**src/rtl/ffag_pkg.sv**
```systemverilog
package ffag_pkg;
    localparam int CNT_W      = 16;
    localparam int WORD_BYTES = 4;

    typedef struct packed {
        logic [CNT_W-1:0] lines;
        logic [CNT_W-1:0] hpix;
    } xfer_t;

    typedef struct packed {
        logic [CNT_W-1:0] words;
        logic [CNT_W-1:0] lines;
    } geom_t;

    // Words per line: one pixel per word in wide mode, two per word otherwise.
    function automatic logic [CNT_W-1:0] words_per_line(input logic [CNT_W-1:0] hpix,
                                                        input logic wide);
        logic [CNT_W:0] half;
        half = ({1'b0, hpix} + (CNT_W+1)'(1)) >> 1;
        return wide ? hpix : half[CNT_W-1:0];
    endfunction
endpackage

```
**src/rtl/ffag_base_dbuf.sv**
```systemverilog
module ffag_base_dbuf #(
    parameter int ADDR_W = 32
) (
    input  logic              clk,
    input  logic              rst,
    input  logic              we,
    input  logic [ADDR_W-1:0] wdata,
    input  logic              promote,
    output logic [ADDR_W-1:0] pend_q,
    output logic [ADDR_W-1:0] active_q
);
    localparam logic [ADDR_W-1:0] ALIGN_MASK = ~ADDR_W'(3);

    always_ff @(posedge clk) begin
        if (rst) begin
            pend_q   <= '0;
            active_q <= '0;
        end else begin
            if (we)
                pend_q <= wdata & ALIGN_MASK;
            if (promote)
                active_q <= pend_q;
        end
    end
endmodule

```
**src/rtl/ffag_walker.sv**
```systemverilog
module ffag_walker
    import ffag_pkg::*;
#(
    parameter int ADDR_W = 32
) (
    input  logic              clk,
    input  logic              rst,
    input  logic              start,
    input  logic [ADDR_W-1:0] base,
    input  geom_t             geom,
    input  logic              ready,
    output logic              valid,
    output logic [ADDR_W-1:0] addr
);
    localparam logic [CNT_W-1:0]  ONE  = CNT_W'(1);
    localparam logic [ADDR_W-1:0] STEP = ADDR_W'(WORD_BYTES);

    geom_t            geom_q;
    logic [CNT_W-1:0] word_idx;
    logic [CNT_W-1:0] line_idx;
    logic             line_end;
    logic             frame_end;

    assign line_end  = (word_idx == geom_q.words - ONE);
    assign frame_end = line_end && (line_idx == geom_q.lines - ONE);

    always_ff @(posedge clk) begin
        if (rst) begin
            valid    <= 1'b0;
            addr     <= '0;
            geom_q   <= '0;
            word_idx <= '0;
            line_idx <= '0;
        end else if (start) begin
            valid    <= (geom.words != '0) && (geom.lines != '0);
            addr     <= base;
            geom_q   <= geom;
            word_idx <= '0;
            line_idx <= '0;
        end else if (valid && ready) begin
            addr <= addr + STEP;
            if (line_end) begin
                word_idx <= '0;
                line_idx <= line_idx + ONE;
                if (frame_end)
                    valid <= 1'b0;
            end else begin
                word_idx <= word_idx + ONE;
            end
        end
    end
endmodule

```
**src/rtl/fetch_addr_gen.sv**
```systemverilog
module fetch_addr_gen
    import ffag_pkg::*;
#(
    parameter int ADDR_W = 32
) (
    input  logic              clk,
    input  logic              rst,
    input  logic              nb_we,
    input  logic [ADDR_W-1:0] nb_wdata,
    input  logic [31:0]       xfer_cfg,
    input  logic              pix32,
    input  logic              frame_start,
    output logic [ADDR_W-1:0] cur_base,
    output logic              req_valid,
    output logic [ADDR_W-1:0] req_addr,
    input  logic              req_ready
);
    logic [ADDR_W-1:0] pend_base;
    xfer_t             xfer;
    geom_t             geom;

    assign xfer       = xfer_t'(xfer_cfg);
    assign geom.words = words_per_line(xfer.hpix, pix32);
    assign geom.lines = xfer.lines;

    ffag_base_dbuf #(.ADDR_W(ADDR_W)) i_dbuf (
        .clk      (clk),
        .rst      (rst),
        .we       (nb_we),
        .wdata    (nb_wdata),
        .promote  (frame_start),
        .pend_q   (pend_base),
        .active_q (cur_base)
    );

    ffag_walker #(.ADDR_W(ADDR_W)) i_walk (
        .clk   (clk),
        .rst   (rst),
        .start (frame_start),
        .base  (pend_base),
        .geom  (geom),
        .ready (req_ready),
        .valid (req_valid),
        .addr  (req_addr)
    );
endmodule

```
**config.mk**
```make
export PLATFORM = sky130hd
export DESIGN_NAME = fetch_addr_gen
export DESIGN_NICKNAME = d
export VERILOG_FILES = /design/src/rtl/ffag_pkg.sv /design/src/rtl/ffag_base_dbuf.sv /design/src/rtl/ffag_walker.sv /design/src/rtl/fetch_addr_gen.sv
export SDC_FILE = /design/constraint.sdc
export NUM_CORES = 1
export LEC_CHECK = 0
export BUFFER_PORTS_ARGS = -buffer_cell sky130_fd_sc_hd__buf_2
export CORE_ASPECT_RATIO = 2
export CORE_MARGIN = 2
export CORE_UTILIZATION = 57
export DETAILED_ROUTE_END_ITERATION = 16
export GPL_ROUTABILITY_DRIVEN = 1
export PLACE_DENSITY = 0.81
export SLEW_MARGIN = 30
export SYNTH_ARGS = -nofsm -noshare
export SYNTH_HDL_FRONTEND = slang
export SYNTH_SLANG_ARGS = --single-unit
```
**constraint.sdc**
```tcl
create_clock -name clk -period 4.3 [get_ports clk]
set_clock_uncertainty 0.2 [all_clocks]
set_input_delay 0.86 -clock clk [delete_from_list [all_inputs] [get_ports clk]]
set_output_delay 0.86 -clock clk [all_outputs]
set_load 0.05 [all_outputs]
```
## Word-level counts from Yosys, hierarchy flattened

Index checks and enable logic that the tools add are counted.

- Logic and storage cells: 35
- Register bits: 157
- Input port bits: 70
- Output and inout bits: 65

- Equality and inequality tests: 2
- Reduce and logical (&&, ||, !) cells: 11
- $add $sub $neg: 6
- Multiplexer cells: 8

Operators by type and width:

| cell | count |
|---|---|
| 2-to-1 mux 32 bit | 2 |
| adder 16 x 1 -> 16 bit (second input constant) | 2 |
| adder 32 x 3 -> 32 bit (second input constant) | 1 |
| equality test 16 bit | 2 |
| 2-to-1 mux 16 bit | 2 |
| nonzero test 16 bit | 2 |
| subtractor 16 x 1 -> 16 bit (second input constant) | 2 |
| adder 16 x 1 -> 17 bit (second input constant) | 1 |
| nonzero test 2 bit | 3 |
| 2-to-1 mux 1 bit | 4 |
| logical AND 1 bit | 3 |
| AND reduction 3 bit | 1 |
| AND reduction 2 bit | 1 |
| OR reduction 2 bit | 1 |

## Depth between registers and ports, before layout

- Word-level depth: 7
- Depth in mapped cells: 12
- Gate-level depth less buffers: 10

## By module

Synthesis repeated with hierarchy kept, for this count alone.

- Cell total of the unflattened synthesis: 952
- Area total of the unflattened synthesis: 8259.2 µm²

By module, submodules not included:

| module | cells each | area an instance (µm²) | instances | sequential area each (µm²) |
|---|---|---|---|---|
| ffag_walker | 672 | 5479.0 | 1 | 1941.9 |
| ffag_base_dbuf | 200 | 2237.1 | 1 | 1201.2 |
| fetch_addr_gen | 80 | 543.0 | 1 | 0.0 |

## Worst setup path before layout

OpenSTA, ideal clock, no wires.

- Kind: input-to-reg
- From: input port xfer_cfg[6]
- To: register i_walk.valid
- Stages: 8
- Path slack: 0.917 ns
- Library setup time: 0.116 ns
- Data required time: 3.984 ns
- Arrival time: 3.067 ns
- Path buffers: 1
- Cells stage by stage: clkbuf_1 -> nand4_1 -> or4_1 -> o211a_1 -> a211oi_1 -> nand4_1 -> o41a_1 -> a31o_2

- Cells in the longest elaborated chain, start to end: 5

RTL lines:

| item | line | source |
|---|---|---|
| start, declared | fetch_addr_gen.sv:10 | `input logic [31:0] xfer_cfg,` |
| adder 16 x 1 -> 17 bit | ffag_pkg.sv:19 | `half = ({1'b0, hpix} + (CNT_W+1)'(1)) >> 1;` |
| 2-to-1 mux 16 bit * | ffag_pkg.sv:20 | `return wide ? hpix : half[CNT_W-1:0];` |
| nonzero test 16 bit * | ffag_walker.sv:35 | `valid <= (geom.words != '0) && (geom.lines != '0);` |
| logical AND 1 bit * | ffag_walker.sv:35 |  |
| 2-to-1 mux 1 bit * | ffag_walker.sv:34 | `end else if (start) begin` |
| end signal, assigned | ffag_walker.sv:35 |  |
| end, declared | ffag_walker.sv:12 | `output logic valid,` |

Mark *: on every way between the ends. The rest lies on a longest branch, timed or not.
A chain may end at the register's enable or synchronous reset.

## Final worst setup path

- From: register i_walk.geom_q[16] in the netlist's numbering
- To: register i_walk.line_idx[15]

- Cells in the longest elaborated chain, start to end: 3

RTL lines:

| item | line | source |
|---|---|---|
| start, declared | ffag_walker.sv:18 | `geom_t geom_q;` |
| start signal, assigned | ffag_walker.sv:37 | `geom_q <= geom;` |
| subtractor 16 x 1 -> 16 bit | ffag_walker.sv:24 | `assign line_end = (word_idx == geom_q.words - ONE);` |
| equality test 16 bit | ffag_walker.sv:24 |  |
| AND reduction 2 bit (no line) | n/a |  |
| end signal, assigned | ffag_walker.sv:44 | `line_idx <= line_idx + ONE;` |
| end, declared | ffag_walker.sv:20 | `logic [CNT_W-1:0] line_idx;` |

Every way passes these cells.

==> results_dict.tcl <==
set metrics [dict create \
    run_status "completed" \
    nets 1123 \
    path_class "reg -> reg" \
    async_flop_share 0 \
    cts_setup_buffers 0 \
    syn-cell-area_mm2 0.00802 \
    die_height_um 172 \
    ys.flop_type "dfxtp_1" \
    syn_avg_cell_area_um2 8.40 \
    cts.htree.levels 4 \
    yosysUniqueCellTypes 63 \
    clkTransAtPathRegs_ns 0.07 \
    post-route-util 0.674 \
    synth_top_area_share 0.387 \
    worst_pin_slew_ns 0.934 \
    synth_warnings 0 \
    ys_ff_latch 155 \
    insertion_delay_ns 0.42 \
    io_pins 135 \
    postCtsResizedCells 0 \
    swShare 0.276 \
    vias 7103 \
    cts_buffers 17 \
    rsz0062_at_grt "no" \
    portBuffers 128 \
    comb_power_share 0.138 \
    dpl_worst_slack_ns 0.682 \
    grt_pass1_vias 6859 \
    wl_per_cell_um 16.1 \
    grt-ovfl-total 0 \
    dp_hpwl_mm 14.6 \
    p_per_area_mw_per_mm2 383 \
    grt_pass1_wl_mm 32.3 \
    cts_hold_buf 0 \
    finalSetupViolations 0 \
    die_w_um 87.9 \
    num_antenna_cells 0 \
    grtUsageTotal 0.270 \
    min_period_over_period 0.858 \
    gp_congestion 0.878 \
    layout-drive-gt1-share 0.166 \
    p_sw_uw 982 \
    rows 61 \
    yosysSeqAreaShare 0.387 \
    synthTopCellsByArea "dfxtp_1 39%, mux2i_1 13%, nor2_1 9.0%, xnor2_1 5.0%, xor2_1 4.9%" \
    area_growth_pct 16.0 \
    clkPwrFrac 0.426 \
    cts.sinks 155 \
    yosys.area.top_type "dfxtp_1" \
    p_seq_frac 0.436 \
    drt_wl_total_mm 20.1 \
    drt_iter0_drc 289 \
    cp-start-kind "flip-flop" \
    viasPerCell 5.69 \
    max-vdd-ir-drop_mv 0.465 \
    initial_core_util 0.581 \
    intPower_mw 2.58 \
    cap_violations 0 \
    synth-edff-count 0 \
    hold_path_class "reg -> reg" \
    crit_fanout 8 \
    hold_viol_final 0 \
    worst_setup_path_end_kind "flip-flop" \
    die_area_mm2 0.0151 \
    cellLeakagePower_nw 3.99 \
    root_buffer "clkbuf_16" \
    synth_commonest_cells "192 x nor2_1, 155 x dfxtp_1, 104 x mux2i_1" \
    final-max-slew-violation-count 0 \
    synth.most_common_cell "nor2_1" \
    fillCellCount 1134 \
    fmax_ghz 0.271 \
    finalPower_mw 3.56 \
    timing.setup.tns_ns 0 \
    grt_max_degree 94 \
    setup_slack_ns 0.608 \
    slew_headroom 0.377 \
    drcViolationCount 0 \
    cts_tree "yes" \
    antenna_found_initial 0 \
    cts.path.max_buffers 2 \
    synthCells 955 \
    first_pass_iters 5 \
    required_ns 4.45 \
    drtAntennaViolNets 0 \
    cp.arrival_ns 3.84 \
    post-route-min-period_ns 3.69 \
    coreArea_mm2 0.0138 \
]
-- worst max-delay path, cell delays in order (launching register included) --
cell       delay [ns]
dfxtp_1          0.38
inv_1            0.09
ha_1             0.26
or4b_1           0.58
or4_1            0.50
xnor2_1          0.18
o2bb2ai_1        0.22
nand4_4          0.23
or4_4            0.48
or3_1            0.36
a21oi_1          0.14
-- logic make-up (layout without fill, tap and decap cells) --
family	after synthesis	after routing	share of synthesized area
AND/OR/NAND/NOR	400	400	0.239
flip-flops	155	155	0.387
AO/OA/AOI/OAI	117	117	0.0945
multiplexers	104	104	0.130
XOR/XNOR	91	91	0.0994
buffers and inverters	81	183	0.0402
adder cells (fa/ha/maj)	6	6	0.00936
other	1	4	0.000468
-- power by group through the flow --
stage               Combinational [mW]  Sequential (mW)  Clock (mW)
floorplan                        0.307             1.64           0
global placement                 0.478             1.58           0
detailed placement               0.486             1.58           0
CTS                              0.489             1.55        1.54
global route                     0.534             1.56        1.59
finish                           0.490             1.55        1.52
-- final timing paths --
kind                                      endpoint                        startpoint  depth (start not counted)  slack (ns)
hold / removal    i_dbuf.active_q[16]$_SDFFE_PP0P_  i_dbuf.active_q[16]$_SDFFE_PP0P_                          2        0.27
setup / recovery  i_walk.line_idx[15]$_SDFFE_PP0P_    i_walk.geom_q[16]$_SDFFE_PP0P_                         10        0.61
hold reg to reg   i_dbuf.active_q[16]$_SDFFE_PP0P_  i_dbuf.active_q[16]$_SDFFE_PP0P_                          2        0.27
setup reg to reg  i_walk.line_idx[15]$_SDFFE_PP0P_    i_walk.geom_q[16]$_SDFFE_PP0P_                         10        0.61
-- layout by cell type, fill, tap and decap left out, types with 9 or more instances in the layout --
master,instances
inv_1,20
buf_2,126
clkbuf_16,17
nor2b_1,9
a21oi_1,43
or3_1,11
nor3_1,21
o21ai_0,18
nand2_1,48
dfxtp_1,155
mux2i_1,104
and3_1,12
xnor2_1,46
xor2_1,45
nand3_1,31
nor2_1,192
nor4_1,17
nand4_1,18
-- metal layers --
layer | track usage | part of all wire | vias up | routed length [um]
li1 | - | - | 3498 | -
met1 | 0.260 | 0.36 | 3338 | 7190
met2 | 0.505 | 0.55 | 200 | 11000
met3 | 0.0600 | 0.042 | 67 | 851
met4 | 0.160 | 0.050 | 0 | 995
met5 | 0 | 0 | - | 0
-- through the flow --
step | std cells | cell area, um^2 | hold slack, ns
after floorplan | 958 | 8030 | 0.256
after global placement | 1217 | 8700 | 0.255
after detailed placement | 1217 | 8700 | 0.257
after CTS | 1249 | 9310 | 0.267
after global routing | 1249 | 9310 | 0.295
final | 1249 | 9310 | 0.268
-- sequential cells by signal, indices dropped and copies added, names as in the netlist --
| register | flops |
|---|---|
| i_dbuf.active_q | 30 |
| i_dbuf.pend_q | 30 |
| i_walk.addr | 30 |
| i_walk.geom_q | 32 |
| i_walk.line_idx | 16 |
| i_walk.valid | 1 |
| i_walk.word_idx | 16 |
-- area by class of cell --
cell class	count	area, um^2	share of cell area
inverter	20	75.1	0.00807
tap	189	236	0.0254
multi-input combinational	722	4610	0.495
clock buffer	20	467	0.0502
clock inverter	12	138	0.0148
sequential	155	3100	0.333
timing repair buffer	131	681	0.0731
Power figures use the tool's default switching activity.
